<file path="config.mk">
export PLATFORM = sky130hd
export DESIGN_NAME = smb_byte_master
export DESIGN_NICKNAME = d
export VERILOG_FILES = /design/src/rtl/smb_pkg.sv /design/src/rtl/smb_tick.sv /design/src/rtl/smb_engine.sv /design/src/rtl/smb_byte_master.sv
export SDC_FILE = /design/constraint.sdc
export NUM_CORES = 1
export LEC_CHECK = 0
export BUFFER_PORTS_ARGS = -buffer_cell sky130_fd_sc_hd__clkbuf_2
export CAP_MARGIN = 20
export CORE_UTILIZATION = 55
export DETAILED_ROUTE_END_ITERATION = 10
export GPL_TIMING_DRIVEN = 0
export PLACE_DENSITY = 0.75
export SYNTH_ARGS = -nofsm -noshare
export SYNTH_HDL_FRONTEND = slang
export SYNTH_SLANG_ARGS = --single-unit
</file>
<file path="constraint.sdc">
create_clock -name clk -period 10.1 [get_ports clk]
set_clock_uncertainty 0.15 [all_clocks]
set_input_delay 1.01 -clock clk [delete_from_list [all_inputs] [get_ports clk]]
set_output_delay 1.01 -clock clk [all_outputs]
set_load 0.01 [all_outputs]
</file>
<file path="src/rtl/smb_pkg.sv">
package smb_pkg;
  localparam int CFG_EN     = 0;
  localparam int CFG_WIDE   = 1;
  localparam int CFG_SID_LO = 2;
  localparam int CFG_SID_HI = 9;
  localparam int DIV_W      = 9;
  localparam int CFG_DIV_LO = 10;
  localparam int CFG_DIV_HI = CFG_DIV_LO + DIV_W - 1;
  localparam int CFG_AMASK  = 22;
  localparam int CMD_RD     = 24;
  localparam int CMD_WPEND  = 25;
  localparam int CMD_RVALID = 26;
  localparam int CMD_ERR    = 27;

  typedef enum logic [1:0] {A_CFG = 2'd0, A_CMD = 2'd1, A_IST = 2'd2, A_IMSK = 2'd3} reg_idx_e;
  typedef enum logic [1:0] {K_START, K_TX, K_RX, K_STOP} seg_kind_e;
endpackage

</file>
<file path="src/rtl/smb_tick.sv">
module smb_tick #(
  parameter int W = 9
) (
  input  logic         clk,
  input  logic         rst_n,
  input  logic         run,
  input  logic [W-1:0] div,
  output logic         tick
);
  logic [W-1:0] cnt_q, cnt_d;

  assign tick = run && (cnt_q == div);

  always_comb begin
    if (!run || tick) cnt_d = '0;
    else              cnt_d = cnt_q + 1'b1;
  end

  always_ff @(posedge clk or negedge rst_n)
    if (!rst_n) cnt_q <= '0;
    else        cnt_q <= cnt_d;

  // a quarter-period lasts div+1 clocks, so ticks never touch when div > 0
  assert_tick_gap_R13: assert property (@(posedge clk) disable iff (!rst_n)
    tick && (div != '0) |=> !tick)
    else $error("tick gap");
endmodule

</file>
<file path="src/rtl/smb_engine.sv">
module smb_engine import smb_pkg::*; #(
  parameter int DW = DIV_W
) (
  input  logic          clk,
  input  logic          rst_n,
  input  logic          start,
  input  logic [DW-1:0] div_i,
  input  logic          rd_i,
  input  logic          wide_i,
  input  logic          amask_i,
  input  logic [6:0]    sid_i,
  input  logic [7:0]    reg_i,
  input  logic [15:0]   wdat_i,
  input  logic          sda_in,
  output logic          busy,
  output logic          done,
  output logic          err,
  output logic [15:0]   rdata,
  output logic          scl_low,
  output logic          sda_low
);
  logic          busy_q, busy_d, err_q, err_d;
  logic          rd_q, rd_d, wide_q, wide_d, am_q, am_d;
  logic [2:0]    seg_q, seg_d, stop_idx;
  logic [3:0]    bit_q, bit_d;
  logic [1:0]    ph_q, ph_d;
  logic [6:0]    sid_q, sid_d;
  logic [7:0]    reg_q, reg_d, txb;
  logic [15:0]   wdat_q, wdat_d, rx_q, rx_d;
  logic [DW-1:0] div_q, div_d;
  logic          tick, last_rx;
  seg_kind_e     kind;

  smb_tick #(.W(DW)) u_tick (.clk(clk), .rst_n(rst_n), .run(busy_q), .div(div_q), .tick(tick));

  assign stop_idx = rd_q ? (wide_q ? 3'd7 : 3'd6) : (wide_q ? 3'd5 : 3'd4);
  assign last_rx  = (seg_q + 3'd1) == stop_idx;

  // segment sequence decode
  always_comb begin
    kind = K_STOP;
    txb  = 8'h00;
    if (rd_q) begin
      case (seg_q)
        3'd0, 3'd3: kind = K_START;
        3'd1:       begin kind = K_TX; txb = {sid_q, 1'b0}; end
        3'd2:       begin kind = K_TX; txb = reg_q; end
        3'd4:       begin kind = K_TX; txb = {sid_q, 1'b1}; end
        3'd5:       kind = K_RX;
        3'd6:       kind = wide_q ? K_RX : K_STOP;
        default:    kind = K_STOP;
      endcase
    end else begin
      case (seg_q)
        3'd0:    kind = K_START;
        3'd1:    begin kind = K_TX; txb = {sid_q, 1'b0}; end
        3'd2:    begin kind = K_TX; txb = reg_q; end
        3'd3:    begin kind = K_TX; txb = wide_q ? wdat_q[15:8] : wdat_q[7:0]; end
        3'd4:    begin kind = wide_q ? K_TX : K_STOP; txb = wdat_q[7:0]; end
        default: kind = K_STOP;
      endcase
    end
  end

  // next state
  always_comb begin
    busy_d = busy_q; err_d = err_q; rd_d = rd_q; wide_d = wide_q; am_d = am_q;
    seg_d = seg_q; bit_d = bit_q; ph_d = ph_q; sid_d = sid_q; reg_d = reg_q;
    wdat_d = wdat_q; rx_d = rx_q; div_d = div_q;
    done = 1'b0;
    if (!busy_q) begin
      if (start) begin
        busy_d = 1'b1; seg_d = '0; bit_d = '0; ph_d = '0; err_d = 1'b0; rx_d = '0;
        rd_d = rd_i; wide_d = wide_i; am_d = amask_i; sid_d = sid_i;
        reg_d = reg_i; wdat_d = wdat_i; div_d = div_i;
      end
    end else if (tick) begin
      ph_d = ph_q + 2'd1;
      if (ph_q == 2'd2) begin
        if (kind == K_TX && bit_q == 4'd8 && sda_in && !am_q) err_d = 1'b1;
        if (kind == K_RX && bit_q < 4'd8) rx_d = {rx_q[14:0], sda_in};
      end
      if (ph_q == 2'd3) begin
        unique case (kind)
          K_STOP:  begin busy_d = 1'b0; done = 1'b1; end
          K_START: seg_d = seg_q + 3'd1;
          default: begin
            if (bit_q == 4'd8) begin
              bit_d = '0;
              seg_d = err_q ? stop_idx : seg_q + 3'd1;
            end else begin
              bit_d = bit_q + 4'd1;
            end
          end
        endcase
      end
    end
  end

  always_ff @(posedge clk or negedge rst_n) begin
    if (!rst_n) begin
      busy_q <= 1'b0; err_q <= 1'b0; rd_q <= 1'b0; wide_q <= 1'b0; am_q <= 1'b0;
      seg_q <= '0; bit_q <= '0; ph_q <= '0; sid_q <= '0; reg_q <= '0;
      wdat_q <= '0; rx_q <= '0; div_q <= '0;
    end else begin
      busy_q <= busy_d; err_q <= err_d; rd_q <= rd_d; wide_q <= wide_d; am_q <= am_d;
      seg_q <= seg_d; bit_q <= bit_d; ph_q <= ph_d; sid_q <= sid_d; reg_q <= reg_d;
      wdat_q <= wdat_d; rx_q <= rx_d; div_q <= div_d;
    end
  end

  // line drive per quarter phase
  always_comb begin
    scl_low = 1'b0;
    sda_low = 1'b0;
    if (busy_q) begin
      unique case (kind)
        K_START: begin scl_low = (ph_q == 2'd0 && seg_q != 3'd0) || ph_q == 2'd3; sda_low = ph_q[1]; end
        K_STOP:  begin scl_low = ph_q == 2'd0; sda_low = !ph_q[1]; end
        K_TX:    begin
          scl_low = ph_q == 2'd0 || ph_q == 2'd3;
          sda_low = (bit_q < 4'd8) ? !txb[3'd7 - bit_q[2:0]] : 1'b0;
        end
        K_RX:    begin scl_low = ph_q == 2'd0 || ph_q == 2'd3; sda_low = bit_q == 4'd8 && !last_rx; end
      endcase
    end
  end

  assign busy  = busy_q;
  assign err   = err_q;
  assign rdata = wide_q ? rx_q : {8'h00, rx_q[7:0]};

  // inside data bits the data line holds while the clock line is high
  assert_sda_hold_R13: assert property (@(posedge clk) disable iff (!rst_n)
    busy_q && $past(busy_q) && (kind == K_TX || kind == K_RX) && !scl_low && $past(!scl_low)
    |-> $stable(sda_low))
    else $error("sda moved with scl high");

  assert_done_idle_R3: assert property (@(posedge clk) disable iff (!rst_n)
    done |=> !busy_q && !scl_low && !sda_low)
    else $error("lines not released after done");
endmodule

</file>
<file path="src/rtl/smb_byte_master.sv">
module smb_byte_master import smb_pkg::*; (
  input  logic        clk,
  input  logic        rst_n,
  input  logic        reg_wr,
  input  logic [1:0]  reg_addr,
  input  logic [31:0] reg_wdata,
  output logic [31:0] reg_rdata,
  output logic        scl_low,
  output logic        sda_low,
  input  logic        sda_in,
  output logic        irq
);
  logic [1:0]       rs_q;
  logic             rst_s_n;
  logic             en_q, en_d, wide_q, wide_d, am_q, am_d;
  logic [7:0]       sidf_q, sidf_d, creg_q, creg_d;
  logic [DIV_W-1:0] div_q, div_d;
  logic [15:0]      cdat_q, cdat_d;
  logic             crd_q, crd_d, wpend_q, wpend_d, rval_q, rval_d, cerr_q, cerr_d;
  logic             ist_q, ist_d, imsk_q, imsk_d;
  logic             launch, eng_busy, eng_done, eng_err;
  logic [15:0]      eng_rdata;
  reg_idx_e         ridx;

  // reset: asserted asynchronously, released on the clock
  always_ff @(posedge clk or negedge rst_n)
    if (!rst_n) rs_q <= 2'b00;
    else        rs_q <= {rs_q[0], 1'b1};
  assign rst_s_n = rs_q[1];

  assign ridx = reg_idx_e'(reg_addr);

  always_comb begin
    en_d = en_q; wide_d = wide_q; am_d = am_q; sidf_d = sidf_q; div_d = div_q;
    creg_d = creg_q; cdat_d = cdat_q; crd_d = crd_q;
    wpend_d = wpend_q; rval_d = rval_q; cerr_d = cerr_q; ist_d = ist_q; imsk_d = imsk_q;
    launch = 1'b0;
    if (reg_wr) begin
      unique case (ridx)
        A_CFG: begin
          en_d = reg_wdata[CFG_EN]; wide_d = reg_wdata[CFG_WIDE]; am_d = reg_wdata[CFG_AMASK];
          sidf_d = reg_wdata[CFG_SID_HI:CFG_SID_LO]; div_d = reg_wdata[CFG_DIV_HI:CFG_DIV_LO];
        end
        A_CMD: if (!eng_busy) begin
          cdat_d = reg_wdata[15:0]; creg_d = reg_wdata[23:16]; crd_d = reg_wdata[CMD_RD];
          if (en_q) begin
            launch = 1'b1; rval_d = 1'b0; cerr_d = 1'b0; wpend_d = !reg_wdata[CMD_RD];
          end
        end
        A_IST:  if (reg_wdata[0]) ist_d = 1'b0;
        A_IMSK: imsk_d = reg_wdata[0];
      endcase
    end
    if (eng_done) begin
      ist_d  = 1'b1;
      cerr_d = eng_err;
      if (crd_q) begin rval_d = !eng_err; cdat_d = eng_rdata; end
      else       wpend_d = 1'b0;
    end
  end

  always_ff @(posedge clk or negedge rst_s_n) begin
    if (!rst_s_n) begin
      en_q <= 1'b0; wide_q <= 1'b0; am_q <= 1'b0; sidf_q <= '0; div_q <= '1;
      creg_q <= '0; cdat_q <= '0; crd_q <= 1'b0;
      wpend_q <= 1'b0; rval_q <= 1'b0; cerr_q <= 1'b0; ist_q <= 1'b0; imsk_q <= 1'b0;
    end else begin
      en_q <= en_d; wide_q <= wide_d; am_q <= am_d; sidf_q <= sidf_d; div_q <= div_d;
      creg_q <= creg_d; cdat_q <= cdat_d; crd_q <= crd_d;
      wpend_q <= wpend_d; rval_q <= rval_d; cerr_q <= cerr_d; ist_q <= ist_d; imsk_q <= imsk_d;
    end
  end

  always_comb begin
    reg_rdata = '0;
    unique case (ridx)
      A_CFG: begin
        reg_rdata[CFG_EN] = en_q; reg_rdata[CFG_WIDE] = wide_q; reg_rdata[CFG_AMASK] = am_q;
        reg_rdata[CFG_SID_HI:CFG_SID_LO] = sidf_q; reg_rdata[CFG_DIV_HI:CFG_DIV_LO] = div_q;
      end
      A_CMD:  reg_rdata = {4'h0, cerr_q, rval_q, wpend_q, crd_q, creg_q, cdat_q};
      A_IST:  reg_rdata[0] = ist_q;
      A_IMSK: reg_rdata[0] = imsk_q;
    endcase
  end

  assign irq = ist_q & imsk_q;

  smb_engine #(.DW(DIV_W)) u_eng (
    .clk(clk), .rst_n(rst_s_n), .start(launch), .div_i(div_q), .rd_i(reg_wdata[CMD_RD]),
    .wide_i(wide_q), .amask_i(am_q), .sid_i(sidf_q[7:1]), .reg_i(reg_wdata[23:16]),
    .wdat_i(reg_wdata[15:0]), .sda_in(sda_in), .busy(eng_busy), .done(eng_done),
    .err(eng_err), .rdata(eng_rdata), .scl_low(scl_low), .sda_low(sda_low));

  assert_pend_drop_R7: assert property (@(posedge clk) disable iff (!rst_s_n)
    eng_done && !crd_q |=> !wpend_q)
    else $error("write pending not cleared");

  assert_status_excl_R8: assert property (@(posedge clk) disable iff (!rst_s_n)
    !(rval_q && cerr_q))
    else $error("read valid with error");

  assert_busy_ignored_R10: assert property (@(posedge clk) disable iff (!rst_s_n)
    reg_wr && ridx == A_CMD && eng_busy |=> $stable(creg_q) && $stable(crd_q))
    else $error("command accepted while busy");

  assert_irq_set_R12: assert property (@(posedge clk) disable iff (!rst_s_n)
    eng_done |=> ist_q)
    else $error("completion flag missing");
endmodule

</file>
-- After elaboration in Yosys (flattened, before gate mapping)
Cells that the tools add are included.
- $add $sub $neg: 5
- $lt $le $gt $ge: 2
- equality and inequality tests: 26
- muxes and demuxes: 91
- bitwise gates (word level): 2
- reductions and logical operators: 44
- operator list (operator ; count):
    2-to-1 mux 16 bit ; 11
    2-to-1 mux 1 bit ; 46
    one-hot mux 18 bit (2 select lines) ; 1
    one-hot mux 8 bit (4 select lines) ; 1
    2-to-1 mux 3 bit ; 8
    2-to-1 mux 4 bit ; 6
    one-hot mux 8 bit (3 select lines) ; 1
    2-to-1 mux 8 bit ; 2
    inequality test 2 bit (second input constant) ; 8
    AND reduction 4 bit ; 4
    == test 2 bit (second input constant) ; 6
    nonzero test 2 bit ; 6
    2-to-1 mux 2 bit ; 5
    adder 9 x 1 -> 9 bit (second input constant) ; 1
    == test 3 bit (second input constant) ; 3
    == test 9 bit ; 1
    2-to-1 mux 9 bit ; 1
    one-hot mux 1 bit (4 select lines) ; 2
    one-hot mux 2 bit (4 select lines) ; 1
    AND reduction 2 bit ; 4
    logical AND 1 bit ; 7
    zero test 1 bit ; 7
    == test 3 x 2 -> 1 bit (second input constant) ; 2
    zero test 2 bit ; 3
    26 further kinds ; 33
- register bits after elaboration: 131
- input bits: 38
- output and inout port bits: 35
- word-level logic and storage cells: 198

-- Logic depth before layout (Yosys ltp)
Gate-level depths: netlist (run 1).
- depth in word-level cells: 12
- depth in mapped cells: 15
- mapped depth without buffers: 12

-- Cells and area by module
From an unflattened synthesis (run 1), not the netlist that was laid out.
- cell total of the unflattened synthesis: 705
- area total of the unflattened synthesis: 6762.7 µm²
- modules (own cells, without submodules) (module ; times used ; cells an instance ; area each (µm²)):
    smb_engine ; 1 ; 439 ; 3714.8
    smb_byte_master ; 1 ; 214 ; 2531.2
    smb_tick ; 1 ; 52 ; 516.7

-- Least setup slack after synthesis (run 1)
Ideal clock, no wire load.
- path type: reg-to-output
- start point: register u_eng.seg_q[1]
- end point: output sda_low
- arrival time: 2.357 ns
- data required time: 8.940 ns
- setup slack: 6.583 ns
- cell stages (with the launch flop): 13
- path through: dfrtp_1 -> inv_1 -> ha_1 -> clkbuf_1 -> nor3_1 -> a2111oi_0 -> o21ai_0 -> o41a_1 -> inv_1 -> ha_1 -> nand2_1 -> and3_1 -> a41o_1
- word-level cells in the longest chain between the ends: 9
- ends and longest elaborated chain (element ; RTL line ; RTL):
    start, declared ; smb_engine.sv:24 ; logic [2:0] seg_q, seg_d, stop_idx;
    start signal, assigned ; smb_engine.sv:107 ; seg_q <= seg_d; bit_q <= bit_d; ph_q <= ph_d; sid_q <= sid_d; reg_q <= reg_d;
    == test 3 bit (tied with other cells) ; smb_engine.sv:44, smb_engine.sv:54 ;
    one-hot mux 8 bit (4 select lines) or one-hot mux 8 bit (3 select lines) (tied branches) ; smb_engine.sv:54, smb_engine.sv:44 ;
    2-to-1 mux 8 bit ; smb_engine.sv:43 ; if (rd_q) begin
    binary-select mux 1 bit (select 3 bit) ; smb_engine.sv:122 ; sda_low = (bit_q < 4'd8) ? !txb[3'd7 - bit_q[2:0]] : 1'b0;
    2-to-1 mux 1 bit (not written as such) ; smb_engine.sv:122 ;
    zero test 1 bit ; smb_engine.sv:122 ;
    2-to-1 mux 1 bit ; smb_engine.sv:122 ;
    one-hot mux 1 bit (4 select lines) * ; smb_engine.sv:117 ; unique case (kind)
    2-to-1 mux 1 bit * ; smb_engine.sv:116 ; if (busy_q) begin
    end, declared ; smb_byte_master.sv:9 ; output logic sda_low,
Mark *: on every way between the ends. The rest lies on a longest branch, timed or not. The select of a mux whose other input is x is not followed.

-- Final worst setup path (run 1)
Same ends and word-level chain as after synthesis.

==> results_dict.tcl, run 1 <==
set metrics [dict create \
    status "finished with violations" \
    violations "DRC" \
    via_count 5256 \
    die_area_mm2 0.0126 \
    via_per_inst 5.68 \
    die_w_um 112 \
    cp.buffers_inverters 4 \
    fmax_mhz 219 \
    area_growth_pct 16.9 \
    synth-main-ff-cell "dfrtp_1" \
    async_flop_share_pct 100 \
    htreeDepth 4 \
    ctsResizeCount 0 \
    n_antenna_cell 0 \
    synth.largest_area_cell "dfrtp_1" \
    ctsHoldBuffers 0 \
    max_slew_margin_pct 36.0 \
    rows 39 \
    ys_warn_count 0 \
    cts.sinks 131 \
    layout.nets 823 \
    post_cts_buffers 0 \
    path_delay_family "compound AO/OA/AOI/OAI gates" \
    hold_viol 0 \
    rrSetupSlack_ps 6020 \
    yosysUniqueCellTypes 57 \
    die_h_um 112 \
    maxCapViolCount 0 \
    crit_start "u_eng.seg_q[1]$_DFFE_PN0P_" \
    coreArea_mm2 0.0116 \
    min_from "rs_q[0]$_DFF_PN0_" \
    syn-cell-area_mm2 0.00668 \
    grt_max_degree 69 \
    final_max_slew_viol_count 0 \
    cts_tree "done" \
    worstSkewPairLatency_ps 420 \
    ys_ff_latch 131 \
    crit_arrival_ps 3410 \
    path_max_fanout 10 \
    grt-ovfl-total 0 \
    port_buffers 60 \
    required_ps 8940 \
    grt_use_total_pct 29.3 \
    numCtsBuffers 17 \
    cp-end-kind "output pin" \
    synth_edf_count 0 \
    antenna_left 0 \
    syn_inst 688 \
    vdd_drop_max_mv 0.168 \
    top_level_ports 73 \
    r2r_cells 15 \
    period_minus_slack_ps 4570 \
    setup.worst_path.start_class "flip-flop" \
    avgSynthCellArea_um2 9.70 \
    cp.depth 13 \
    power_density_mw_per_mm2 223 \
    routedWlPerCell_um 18.3 \
    synth-seq-area-share_pct 49.3 \
    total_power_uw 1740 \
    reg2reg_to "cdat_q[11]$_DFF_PN0_" \
    cp-endpoint "sda_low" \
    fin_util_pct 67.2 \
    worstMarginPinSlew_ps 952 \
    r2r_start "u_eng.seg_q[0]$_DFFE_PN0P_" \
    yosys-top-cells-area "dfrtp_1 46%, nand2_1 9.8%, mux2i_1 9.6%" \
    drcViolationCount 3 \
    final.period_utilization_pct 45.2 \
    finalSetupViolations 0 \
    grt_pass1_wl_um 27800 \
    drive_above_1_share_pct 19.5 \
    hold_class "reg -> reg" \
    cellLeakagePower_uw 0.00371 \
    dp_hpwl_um 12400 \
    cpPeakStageDelay_ps 430 \
    initial_core_util_pct 57.5 \
    rsz0062_at_grt "false" \
    slowest_stage "dfrtp_1" \
    critPathKind "reg -> out" \
    dr.pass1.iters 8 \
    fin_setup_tns_ps 0 \
    clk_pin_slew_ps 60 \
    netlist.area_leader.share_pct 45.7 \
    critical_path.cell_chain "inv_1 -> ha_1 -> clkbuf_1 -> nor3_1 -> a2111oi_0 -> o21ai_0 -> o41a_1 -> inv_1 -> ha_1 -> nand2_1 -> and3_1 -> a41o_1 -> clkbuf_2" \
    cts-root-buf "clkbuf_16" \
    grt_pass1_vias 5270 \
    drt-initial-drc-count 419 \
    grt_antenna_before_repair 0 \
    clockBufferDepth 2 \
    totalWireLength_um 17000 \
    gp_congestion 0.985 \
]
through the flow:
| step | instance area (um2) | cells | setup WS [ps] | hold slack [ps] |
|---|---|---|---|---|
| 4_1_cts | 7810 | 926 | 5550 | 204 |
| 2_1_floorplan | 6690 | 691 | 6050 | 181 |
| 3_5_place_dp | 7200 | 895 | 6030 | 187 |
| 6_report | 7810 | 926 | 5530 | 203 |
| 5_1_grt | 7810 | 926 | 5090 | 206 |
| 3_3_place_gp | 7170 | 894 | 4760 | 188 |
Yosys cell counts, types with 4 or more instances:
library cell  instances
nand2_1             174
dfrtp_1             122
mux2i_1              64
o21ai_0              37
nor2_1               36
mux2_2               31
inv_1                29
clkbuf_1             23
nand3_1              18
ha_1                 14
and2_1               12
xnor2_1              11
a21oi_1              10
a22oi_1               9
dfstp_2               9
nor3_1                8
buf_4                 7
xor2_1                7
buf_2                 6
o22ai_1               6
nand4_1               5
buf_1                 4
nand2b_1              4
final cells by class:
class,instances,area [um2]
inverter,29,109
sequential,131,3290
buffer,42,200
multi-input combinational,489,3090
fill,921,3810
clock inverter,9,155
tap,143,179
clock buffer,22,454
timing repair buffer,61,328
report_power, final:
part           switching (uW)  internal, uW
registers                94.7           636
logic                     218           158
clock network             220           417
total                     533          1210
registers in the layout, summed over array words and instances, names as in the netlist, 7 cells and up:
name,flops
cdat_q,16
u_eng.rx_q,16
u_eng.wdat_q,16
div_q,9
u_eng.div_q,9
u_eng.u_tick.cnt_q,9
creg_q,8
sidf_q,8
u_eng.reg_q,8
u_eng.sid_q,7
routing by layer:
layer	vias to the layer above	track usage, %	wire, um
met1	2584	39.3	7420
met5	-	0	0
li1	2483	-	-
met3	31	5.99	815
met4	0	12.0	469
met2	158	47.0	8260
logic make-up after synthesis:
logic type / share of synthesized area [%]
other: 0.112
adders and majority gates: 2.62
AOI/OAI and AO/OA: 7.93
and+or+nand+nor: 17.9
muxes: 15.2
DFF: 49.3
buffers and inverters: 4.63
xor gates and xnor gates: 2.36
placed cells by master (no fill, tap or decap), types with 4 or more instances in the layout:
cell type	instances
conb_1	5
dfrtp_1	121
inv_1	29
clkbuf_1	27
bufinv_16	4
buf_2	6
xnor2_1	11
nand3_1	18
clkinvlp_4	4
mux2_2	31
buf_4	7
nand4_1	5
and2_1	12
dfstp_2	9
buf_1	4
nand2_1	174
nand2b_1	4
a22oi_1	9
nor3_1	8
nor2_1	36
xor2_1	7
o21ai_0	37
ha_1	14
a21oi_1	10
clkbuf_16	17
clkbuf_2	61
o22ai_1	6
mux2i_1	64
worst min-delay path by stage:
stage | cells after the start | end | slack, ps
2_1_floorplan | 0 | rs_q[1]$_DFF_PN0_ | 180
3_3_place_gp | 0 | rs_q[1]$_DFF_PN0_ | 190
3_5_place_dp | 0 | rs_q[1]$_DFF_PN0_ | 190
4_1_cts | 1 | rs_q[1]$_DFF_PN0_ | 200
5_1_grt | 1 | rs_q[1]$_DFF_PN0_ | 210
6_report | 0 | rs_q[1]$_DFF_PN0_ | 200
worst register-to-register path: stages (launching register included):
cell and delay [ps]:
dfrtp_1 430, inv_1 160, ha_1 210, clkbuf_1 410, nor2_1 110, o21ai_0 90
o21ai_0 110, a21oi_1 280, ha_1 290, nand3_1 110, nor4_2 730, and2_1 220
buf_2 240, buf_4 230, nand3_1 100, o21ai_0 120
No activity file was read; power rests on OpenSTA's default activity.
==> inputs of run 2 (changes only) <==
--- a/config.mk
+++ b/config.mk
@@ -7,10 +7,10 @@
 export LEC_CHECK = 0
 export BUFFER_PORTS_ARGS = -buffer_cell sky130_fd_sc_hd__clkbuf_2
 export CAP_MARGIN = 20
-export CORE_UTILIZATION = 55
+export CORE_UTILIZATION = 53
 export DETAILED_ROUTE_END_ITERATION = 10
 export GPL_TIMING_DRIVEN = 0
-export PLACE_DENSITY = 0.75
+export PLACE_DENSITY = 0.76
 export SYNTH_ARGS = -nofsm -noshare
 export SYNTH_HDL_FRONTEND = slang
 export SYNTH_SLANG_ARGS = --single-unit
==> constraint.sdc (replaced) <==
create_clock -name clk -period 3.73 [get_ports clk]
set_clock_uncertainty 0.15 [all_clocks]
set_input_delay 0.373 -clock clk [delete_from_list [all_inputs] [get_ports clk]]
set_output_delay 0.373 -clock clk [all_outputs]
set_load 0.01 [all_outputs]
==> run 2 against run 1 <==
Effect of this change:
- the run now ends clean
- largest cell class unchanged
- register-to-register slack got worse by 5800 ps
- largest power group unchanged
- via count grew 1.3%
- sequential share of layout area is 0.28 points lower
==> results_dict.tcl, run 2 (synthesized netlist as in run 1, its figures left out) <==
set metrics [dict create \
    final_cell_mix "174 x nand2_1, 119 x dfrtp_1, 64 x mux2i_1, 61 x clkbuf_2, 37 x o21ai_0" \
    layout.nets 824 \
    routedWlPerCell_um 17.5 \
    fmax_mhz 281 \
    dr.pass1.iters 5 \
    via_count 5323 \
    worstMarginPinSlew_ps 830 \
    grt-ovfl-total 0 \
    maxCapViolCount 0 \
    design_area_mm2 0.00787 \
    total_power_uw 4650 \
    antenna_left 0 \
    rsz0062_at_grt "true" \
    htreeDepth 4 \
    cp-end-kind "output pin" \
    hold_class "in -> reg" \
    numCtsBuffers 17 \
    cellLeakagePower_uw 0.00371 \
    grt_use_total_pct 28.0 \
    hold_viol 0 \
    placed_cell_area_mm2 0.00723 \
    top_level_ports 73 \
    port_buffers 60 \
    cts_tree "done" \
    max_slew_margin_pct 44.7 \
    via_per_inst 5.59 \
    hold_depth 3 \
    cts.sinks 131 \
    fillers 988 \
    period_minus_slack_ps 3560 \
    area_growth_pct 17.8 \
    clk_pin_slew_ps 60 \
    grt_max_degree 72 \
    drt-initial-drc-count 418 \
    die_h_um 114 \
    vdd_drop_max_mv 0.493 \
    initial_core_util_pct 54.9 \
    totalWireLength_um 16700 \
    final_max_slew_viol_count 0 \
    grt_pass1_vias 5160 \
    worstSkewPairLatency_ps 430 \
    layout_commonest_cell "nand2_1" \
    gp_congestion 0.954 \
    setup.worst_path.start_class "flip-flop" \
    die_area_mm2 0.0130 \
    path_max_fanout 12 \
    cts-root-buf "clkbuf_16" \
    n_antenna_cell 0 \
    dp_hpwl_um 12200 \
    finalSetupViolations 0 \
    rows 40 \
    die_w_um 114 \
    hold_slack_ps 29.7 \
    grt_antenna_before_repair 0 \
    drive_above_1_share_pct 21.0 \
    final.period_utilization_pct 95.4 \
    r2r_cells 11 \
    required_ps 3210 \
    critPathKind "reg -> out" \
    power_density_mw_per_mm2 591 \
    drcViolationCount 0 \
    status "complete, no violations" \
    grt_pass1_wl_um 27300 \
    crit_arrival_ps 3040 \
    reg_top3 "cdat_q: 16 flops, u_eng.rx_q: 16 flops, u_eng.wdat_q: 16 flops" \
    fin_util_pct 64.7 \
    coreArea_mm2 0.0122 \
    clockBufferDepth 2 \
]
## run 2: changes by cell type in the layout (fill, tap and decap cells not counted), sizes merged
cell	change
bufinv	-2
clkinvlp	-1
clkinv	+6
dlygate4sd3	+2
clkbuf	-3
## run 2: per-stage QoR
step	setup slack, ps	std cells	setup TNS (ps)
finish	170	953	0
global route	-32.1	953	-125
CTS	18.7	954	0
detailed placement	-238	920	-3220
global placement	-132	919	-1630
floorplan	836	691	0
## run 2: path summary, 6_finish.rpt
path	slack, ps	end	from
worst max-delay path	170	sda_low	u_eng.seg_q[1]$_DFFE_PN0P_
worst min-delay path	30	crd_q$_DFFE_PN0P_	reg_wdata[24]
worst max register to register	220	cdat_q[12]$_DFF_PN0_	u_eng.rd_q$_DFFE_PN0P_
worst min register to register	210	rs_q[1]$_DFF_PN0_	rs_q[0]$_DFF_PN0_
max in group asynchronous	2310	div_q[8]$_DFFE_PN1P_	rs_q[1]$_DFF_PN0_
min in group asynchronous	110	rs_q[1]$_DFF_PN0_	rst_n
## run 2: power by group
group,leakage (uW),internal (uW),switching [uW],total [uW]
Sequential,0.00162,1720,254,1980
Combinational,0.00181,436,596,1030
Clock,0.000282,1020,621,1640
Total,0.00371,3170,1470,4650
## run 2: what timing repair did
action,4_1_cts,5_1_grt
setup buffers,1,0
hold buffers,2,0
resized for setup,3,8
setup endpoints to repair,19,19
hold endpoints to repair,3,0
pin swaps,1,0
## run 2: critical path, cell delays in order (launching register included)
cell	delay, ps
dfrtp_2	440
inv_1	100
ha_2	350
nor3_1	100
a2111oi_1	340
o21ai_0	150
o41a_1	180
inv_1	110
ha_2	240
nand2_1	90
and3_1	170
a41o_1	210
clkbuf_2	130
## run 2: per-layer routing
metal	global-route usage [%]	up-vias	part of all wire, %
met5	0	-	0
met4	8.14	0	1.8
met3	7.15	28	5.1
met2	45.2	163	48
met1	37.5	2643	45
li1	-	2489	-
## run 2: layout make-up
type / count / area [um2] / share of cell area, %
clock inverter: 12 / 133 / 1.69
buffer: 40 / 195 / 2.48
multi-input combinational: 489 / 3110 / 39.5
timing repair buffer: 64 / 355 / 4.52
clock buffer: 20 / 457 / 5.81
inverter: 29 / 109 / 1.38
tap: 168 / 210 / 2.67
sequential: 131 / 3300 / 41.9
